$ cat src/rtl/rdbuf_pkg.sv
package rdbuf_pkg;

    typedef enum logic [1:0] {
        NUM_SINT  = 2'd0,
        NUM_SFRAC = 2'd1,
        NUM_UINT  = 2'd2
    } num_fmt_e;

endpackage

$ cat src/rtl/rdbuf_ctrl.sv
module rdbuf_ctrl #(
    parameter int DEPTH = 8,
    localparam int AW = (DEPTH > 1) ? $clog2(DEPTH) : 1,
    localparam int CW = $clog2(DEPTH + 1)
) (
    input  logic          clk,
    input  logic          rst,
    input  logic          in_valid,
    input  logic          stall,
    output logic          wr_en,
    output logic          rd_en,
    output logic [AW-1:0] wr_addr,
    output logic [AW-1:0] rd_addr,
    output logic          ready,
    output logic          out_valid
);

    localparam logic [AW-1:0] LAST_IDX = AW'(DEPTH - 1);
    localparam logic [CW-1:0] FULL_CNT = CW'(DEPTH);

    typedef struct packed {
        logic [AW-1:0] wr_ptr;
        logic [AW-1:0] rd_ptr;
        logic [CW-1:0] count;
        logic          vld;
    } ctrl_state_t;

    ctrl_state_t st_d, st_q;

    always_comb begin
        st_d   = st_q;
        ready  = (st_q.count < FULL_CNT);
        wr_en  = in_valid && ready;
        rd_en  = !stall && (st_q.count != '0);

        if (wr_en) begin
            st_d.wr_ptr = (st_q.wr_ptr == LAST_IDX) ? '0 : st_q.wr_ptr + 1'b1;
        end
        if (rd_en) begin
            st_d.rd_ptr = (st_q.rd_ptr == LAST_IDX) ? '0 : st_q.rd_ptr + 1'b1;
        end
        case ({wr_en, rd_en})
            2'b10:   st_d.count = st_q.count + 1'b1;
            2'b01:   st_d.count = st_q.count - 1'b1;
            default: st_d.count = st_q.count;
        endcase
        st_d.vld = rd_en;
    end

    always_ff @(posedge clk) begin
        if (rst) begin
            st_q <= '0;
        end else begin
            st_q <= st_d;
        end
    end

    assign wr_addr   = st_q.wr_ptr;
    assign rd_addr   = st_q.rd_ptr;
    assign out_valid = st_q.vld;


    a_r3_no_overflow: assert property (@(posedge clk) disable iff (rst)
        st_q.count <= FULL_CNT);


    a_r6_occupancy_kept: assert property (@(posedge clk) disable iff (rst)
        (wr_en && rd_en) |=> (st_q.count == $past(st_q.count)));


    a_r9_valid_after_read: assert property (@(posedge clk) disable iff (rst)
        !rd_en |=> !out_valid);

endmodule

$ cat src/rtl/rdbuf_store.sv
module rdbuf_store #(
    parameter int WIDTH = 16,
    parameter int DEPTH = 8,
    localparam int AW = (DEPTH > 1) ? $clog2(DEPTH) : 1
) (
    input  logic             clk,
    input  logic             rst,
    input  logic             wr_en,
    input  logic [AW-1:0]    wr_addr,
    input  logic [WIDTH-1:0] wr_data,
    input  logic             rd_en,
    input  logic [AW-1:0]    rd_addr,
    output logic [WIDTH-1:0] rd_data
);

    logic [WIDTH-1:0] mem_q [DEPTH];
    logic [WIDTH-1:0] rd_data_d, rd_data_q;

    always_ff @(posedge clk) begin
        if (wr_en) begin
            mem_q[wr_addr] <= wr_data;
        end
    end

    always_comb begin
        rd_data_d = rd_data_q;
        if (rd_en) begin
            rd_data_d = mem_q[rd_addr];
        end
    end

    always_ff @(posedge clk) begin
        if (rst) begin
            rd_data_q <= '0;
        end else begin
            rd_data_q <= rd_data_d;
        end
    end

    assign rd_data = rd_data_q;


    a_r1_no_same_slot: assert property (@(posedge clk) disable iff (rst)
        (wr_en && rd_en) |-> (wr_addr != rd_addr));

endmodule

$ cat src/rtl/rdbuf_stream.sv
module rdbuf_stream
    import rdbuf_pkg::*;
#(
    parameter int       WIDTH     = 16,
    parameter int       DEPTH     = 8,
    parameter num_fmt_e NUM_FMT   = NUM_SINT,
    parameter int       FRAC_BITS = 0,
    localparam int AW = (DEPTH > 1) ? $clog2(DEPTH) : 1
) (
    input  logic             clk,
    input  logic             rst,
    input  logic [WIDTH-1:0] in_data,
    input  logic             in_valid,
    input  logic             stall,
    output logic             ready,
    output logic [WIDTH-1:0] out_data,
    output logic             out_valid
);

    generate
        if (NUM_FMT == NUM_SFRAC) begin : g_frac_chk
            if (FRAC_BITS < 0 || FRAC_BITS >= WIDTH) begin : g_bad
                $error("fraction bits must be below the word width");
            end
        end else begin : g_int_chk
            if (FRAC_BITS != 0) begin : g_bad
                $error("integer formats carry no fraction bits");
            end
        end
        if (DEPTH < 2) begin : g_depth_chk
            $error("depth must be at least two");
        end
    endgenerate

    logic          wr_en, rd_en;
    logic [AW-1:0] wr_addr, rd_addr;

    rdbuf_ctrl #(.DEPTH(DEPTH)) u_ctrl (
        .clk       (clk),
        .rst       (rst),
        .in_valid  (in_valid),
        .stall     (stall),
        .wr_en     (wr_en),
        .rd_en     (rd_en),
        .wr_addr   (wr_addr),
        .rd_addr   (rd_addr),
        .ready     (ready),
        .out_valid (out_valid)
    );

    rdbuf_store #(.WIDTH(WIDTH), .DEPTH(DEPTH)) u_store (
        .clk     (clk),
        .rst     (rst),
        .wr_en   (wr_en),
        .wr_addr (wr_addr),
        .wr_data (in_data),
        .rd_en   (rd_en),
        .rd_addr (rd_addr),
        .rd_data (out_data)
    );

    logic rst_seen_q;
    always_ff @(posedge clk) begin
        rst_seen_q <= rst;
        if (rst_seen_q && !rst) begin

            a_r8_reset_clears: assert (!out_valid && ready);
        end
    end


    a_r2_stall_blocks: assert property (@(posedge clk) disable iff (rst)
        stall |=> !out_valid);


    a_r1_write_needs_room: assert property (@(posedge clk) disable iff (rst)
        wr_en |-> ready);

endmodule

$ cat config.mk
export PLATFORM = sky130hd
export DESIGN_NAME = rdbuf_stream
export DESIGN_NICKNAME = d
export VERILOG_FILES = /design/src/rtl/rdbuf_pkg.sv /design/src/rtl/rdbuf_ctrl.sv /design/src/rtl/rdbuf_store.sv /design/src/rtl/rdbuf_stream.sv
export SDC_FILE = /design/constraint.sdc
export NUM_CORES = 1
export LEC_CHECK = 0
export BUFFER_PORTS_ARGS = -buffer_cell sky130_fd_sc_hd__clkbuf_2
export CAP_MARGIN = 20
export CORE_ASPECT_RATIO = 0.75
export CORE_MARGIN = 5
export CORE_UTILIZATION = 45
export DETAILED_ROUTE_END_ITERATION = 6
export PLACE_DENSITY = 0.6
export SYNTH_ARGS = -nofsm -noshare
export SYNTH_HDL_FRONTEND = slang
export SYNTH_HIERARCHICAL = 1
export SYNTH_SLANG_ARGS = --single-unit
$ cat constraint.sdc
create_clock -name clk -period 2.64 [get_ports clk]
set_input_delay 0.132 -clock clk [delete_from_list [all_inputs] [get_ports clk]]
set_output_delay 0.132 -clock clk [all_outputs]
set_load 0.005 [all_outputs]
### Yosys cells after proc, flatten, opt, wreduce, memory -nomap -nowiden

Memory sizes are Yosys's and may differ from the RTL's. A register that Yosys moved wholly into a read port is not among the register bits.
Cells that the tools add are included.

| storage, ports and cells | value |
|---|---|
| register bits after elaboration | 11 |
| memory bits (writable) | 128 |
| memories | 1 |
| input bits | 20 |

Memory list:

| memory | depth | width | read ports | clocked after Yosys merged registers in | wr ports | RTL line | text |
|---|---|---|---|---|---|---|---|
| u_store.mem_q | 8 | 16 | 1 | 1 | 1 | rdbuf_store.sv:16 | `logic [WIDTH-1:0] mem_q [DEPTH];` |

| operators by class | value |
|---|---|
| mux-type cells | 5 |
| reductions and logical operators | 5 |
| $lt $le $gt $ge | 1 |
| add/sub/neg operators | 4 |
| equality and inequality tests | 4 |

Operators by type and width:

| cell | count |
|---|---|
| 4-bit case mux with 2 select lines | 1 |
| 3-bit by 1-bit adder with 3-bit output, second input constant | 2 |
| 3-bit equality test, second input constant | 2 |
| 3-bit two-way mux | 2 |
| 4-bit by 1-bit adder with 4-bit output, second input constant | 1 |
| 4-bit < comparator, second input constant | 1 |
| 4-bit nonzero test | 1 |
| 4-bit by 1-bit subtractor with 4-bit output, second input constant | 1 |
| 2-bit by 1-bit equality test with 1-bit output, second input constant | 1 |
| 2-bit equality test, second input constant | 1 |
| 1-bit logical AND | 2 |
| 1-bit two-way mux | 2 |
| 2-bit nonzero test | 1 |
| 1-bit logical NOT | 1 |

### Longest topological paths before layout

| depth | value |
|---|---|
| depth in word-level cells | 4 |
| depth in mapped cells | 9 |
| mapped depth without buffers | 9 |

### Cells and area by module

Netlist, hierarchy kept.

By module, submodules not included:

| module | seq. area each (um^2) | area an instance (um^2) | cells an instance | times used |
|---|---|---|---|---|
| rdbuf_store | 4164.0 | 5570.3 | 307 | 1 |
| rdbuf_ctrl | 220.2 | 591.8 | 69 | 1 |

### Least setup slack after synthesis

Ideal clock, no wire load.

| timing path | value |
|---|---|
| path kind | register to register |
| start | reg u_ctrl/st_q[2] (netlist bit) |
| end | reg u_ctrl/st_q[4] (netlist bit) |
| required time | 2.569 ns |
| setup time | 0.071 ns |
| setup slack | 0.216 ns |
| cell stages (with the launch flop) | 9 |
| arrival time | 2.354 ns |
| buffers on the path | 0 |
| path through | dfxtp_1 > nor4_1 > nor2_1 > ha_1 > ha_1 > a21oi_1 > a21oi_1 > or4_1 > a21oi_1 |

| between the ends | value |
|---|---|
| word-level cells in the longest chain between the ends | 4 |
| elaborated cells on any way between the ends | 10 |
| classes of those cells | 2 x add/sub; 1 x order compare; 2 x eq/ne; 1 x mux; 4 x reduce/logical |

Ends and longest elaborated chain:

| element | RTL line | text |
|---|---|---|
| start, declared | rdbuf_ctrl.sv:28 | `ctrl_state_t st_d, st_q;` |
| start signal, assigned | rdbuf_ctrl.sv:54 | `st_q <= st_d;` |
| 4-bit nonzero test * | rdbuf_ctrl.sv:34 | `rd_en = !stall && (st_q.count != '0);` |
| 1-bit logical AND * | rdbuf_ctrl.sv:34 |  |
| named net rd_en | rdbuf_stream.sv:35 | `logic wr_en, rd_en;` |
| 2-bit by 1-bit equality test with 1-bit output / 2-bit equality test (equally long branches) | rdbuf_ctrl.sv:42 | `case ({wr_en, rd_en})` |
| 4-bit case mux with 2 select lines / 2-bit nonzero test (equally long branches) | -- |  |

Mark *: on every way through the listed nets, which the timed path passes. The rest lies on a longest branch.
A chain may end at the register's enable or synchronous reset.

### Worst setup path in the final report

Same ends and word-level chain as after synthesis.

==> results by group <==
Synthesis
  – Top FF cell, synth: edfxtp_1
  – Synth top area share: 0.624
  – Ys Warns: 6
  – Syn Inst Count: 376
  – Post-synthesis adder-cell area fraction: 0.0175
  – Synth cell types: 34
  – Synth async-reset ratio: 0
  – Mux cell area share after synthesis: 0.112
  – Post-synth EDFFs: 128
  – Synth Area in Compound Gates: 0.0792
  – Sequential area share after synthesis: 0.711
  – Simple-Gate Fraction of Synth Area: 0.0390
  – Flops & latches, synth: 155
  – Top cells by area, synth: edfxtp_1 (62%), dfxtp_1 (8.8%), mux2_2 (5.8%)
  – Area leader, netlist: edfxtp_1
  – Post-Syn Nets: 404
  – Syn avg cell area: 16.4 um2
  – Cell Area, Synth: 6160 um2
  – Post-Synth XOR/XNOR Area: 0.00284
  – Largest family of logic cells by synthesized area: multiplexers

CTS
  – Num CTS Buffers: 17
  – Worst-Skew Late Latency: 410 ps
  – Setup Buffers After CTS: 0
  – Clock tree sinks: 155
  – Root Buffer: clkbuf_16
  – Worst-case clock buffer depth: 2
  – H-tree levels: 4
  – Clk slew on worst S/H paths: 60 ps
  – CTS tree: built

GRT
  – Overall routing resource usage: 0.150
  – Initial antenna violation count: 0
  – Vias in the first global route: 3,304
  – Grt total ovfl: 0
  – First-pass GRT wire length: 18,400 um
  – Pin count of the biggest net entering global routing: 38

STA
  – Tcrit/Tclk final: 0.927
  – Fmax: 409 MHz
  – Final Hold Fails: 0
  – TNS Setup: 0 ps
  – Actual slew at the worst max-slew pin: 725 ps
  – RSZ-0062 raised after global routing: false
  – Max Slew Vio Count: 0
  – Relative slew margins: 0.517
  – Layout Skew: 8.90 ps
  – Minimum clock period: 2450 ps
  – Final setup viols: 0

Floorplan
  – Core Area: 13,600 um2
  – Initial Utilization: 0.454
  – Die Wd: 145 um
  – Row cnt: 37
  – Die area: 16,200 um2
  – Chip height: 111 um
  – # IOs: 38

Status
  – Outcome: finished, final reports clean

Worst setup path
  – Nature of the critical path startpoint: register
  – Crit path cell chain: nor4_1 > buf_4 > nor2_4 > ha_1 > ha_1 > a21oi_1 > a21oi_1 > or4_1 > a21oi_1
  – Critical-path top delay cell: or4_1
  – Critical path endpoint category: register
  – Worst setup path category: register to register
  – CP required: 2970 ps
  – Cell mode on critical path: a21oi_1
  – Critical Path Fanout Max: 4
  – Worst Path Arrival: 2780 ps
  – Slowest Stage Delay on Critical Path: 470 ps

Detailed routing
  – Drt pass-1 iters: 4
  – Vias: 3,299
  – DR iter-0 viols: 159
  – Vias per inst: 5.26
  – Final WL: 11,600 um
  – Avg WL per Cell: 18.5 um
  – Drc violations: 0
  – ANT nets after route: 0

Cells and area
  – Proportion of layout cells with a drive suffix above 1: 0.288
  – Commonest non-fill, non-tap cell in the layout: edfxtp_1
  – Nets@finish: 467
  – Final non-filler cell total: 627
  – Count of inserted antenna diode cells: 0
  – Highest-count cells in the layout ignoring fill and taps: edfxtp_1 (128), clkbuf_2 (37), mux2i_1 (33), mux2_2 (32), nor2_1 (31)
  – Syn-to-layout area delta: 18.8%
  – Core Util, Final: 0.540

Placed design
  – RePlAce Congestion: 0.708
  – IO buf count: 37
  – Post-DP HPWL: 6990 um
  – Placed cell count: 581

Pwr
  – Pwr/cell area: 981 nW/um2
  – Maximum vdd ir drop: 598 uV
  – Leak: 2.50 nW

Worst hold path
  – HP Class: input pin to register

Job
  – Max Cap Viol: 0
## per-stage QoR
step,power [mW],instance area (um2),worst slack (ps),hold WS [ps]
after CTS,7.25,7320,211,3.66
final,7.18,7320,193,19.2
after detailed placement,4.70,6560,229,385
after floorplan,4.35,6160,216,209
after global routing,7.53,7320,58.4,15.1
after global placement,4.67,6560,317,384
## critical path: cells and delay by family, from the launching register on
family	cells	cell delay, ps
buffers and inverters	1	200
flip-flops	1	340
AO/OA/AOI/OAI	3	460
AND/OR/NAND/NOR	3	840
adder cells (fa/ha/maj)	2	540
## kinds of logic after synthesis
| logic type | after synthesis |
|---|---|
| simple gates | 55 |
| xor+xnor | 2 |
| flops | 155 |
| buf+inv | 30 |
| compound gates | 61 |
| fa+ha+maj | 8 |
| mux | 65 |
## per-layer routing
layer  vias up  wire length, um  GRT usage
met5         -                0          0
met4         0              154     0.0503
met3        12              438     0.0395
met2        62             5500      0.238
met1      1636             5520      0.202
li1       1589                -          -
## cell usage after synthesis (all sizes together) (2+ instances only)
| master | count |
|---|---|
| a211oi | 16 |
| a21oi | 10 |
| a221o | 13 |
| a22oi | 3 |
| buf | 15 |
| clkbuf | 10 |
| dfxtp | 27 |
| edfxtp | 128 |
| ha | 7 |
| inv | 5 |
| mux2 | 32 |
| mux2i | 33 |
| nand2 | 8 |
| nand2b | 5 |
| nor2 | 32 |
| nor3 | 4 |
| o21ai | 2 |
| o221ai | 3 |
| o22ai | 13 |
| xor2 | 2 |
## flip-flops by register name, summed over array words and instances (netlist names)
signal and flops:
u_store/mem_q 128, u_store/rd_data 16, u_ctrl/st_q 4, u_ctrl/rd_addr 3, u_ctrl/wr_addr 3, u_ctrl/out_valid 1
## cell type report
cell class	count	area (um2)
clock inverter	14	193
inverter	5	18.8
clock buffer	18	429
tap	175	219
fill	1098	6240
multi-input combinational	191	1560
sequential	155	4390
timing repair buffer	69	510
## repair_timing
item,4_1_cts,5_1_grt
endpoints found under the hold margin,90,0
hold buffers,14,0
gates resized for setup,0,0
endpoints found under the setup margin,0,0
## final timing paths
kind,start,slack [ps],cells after the start,end
max,u_ctrl/st_q[2]$_SDFFE_PP0P_,190,9,u_ctrl/st_q[4]$_SDFFE_PP0P_
min,in_data[8],20,1,u_store/mem_q[3][8]$_DFFE_PP_
max reg2reg,u_ctrl/st_q[2]$_SDFFE_PP0P_,190,9,u_ctrl/st_q[4]$_SDFFE_PP0P_
min reg2reg,u_store/rd_data[1]$_SDFFE_PP0P_,490,2,u_store/rd_data[1]$_SDFFE_PP0P_
## power breakdown
| group | internal, mW | total (mW) | switching (mW) |
|---|---|---|---|
| logic | 0.755 | 1.58 | 0.822 |
| registers | 2.90 | 3.07 | 0.168 |
| clock network | 1.59 | 2.53 | 0.948 |
No activity file was read; power rests on OpenSTA's default activity.
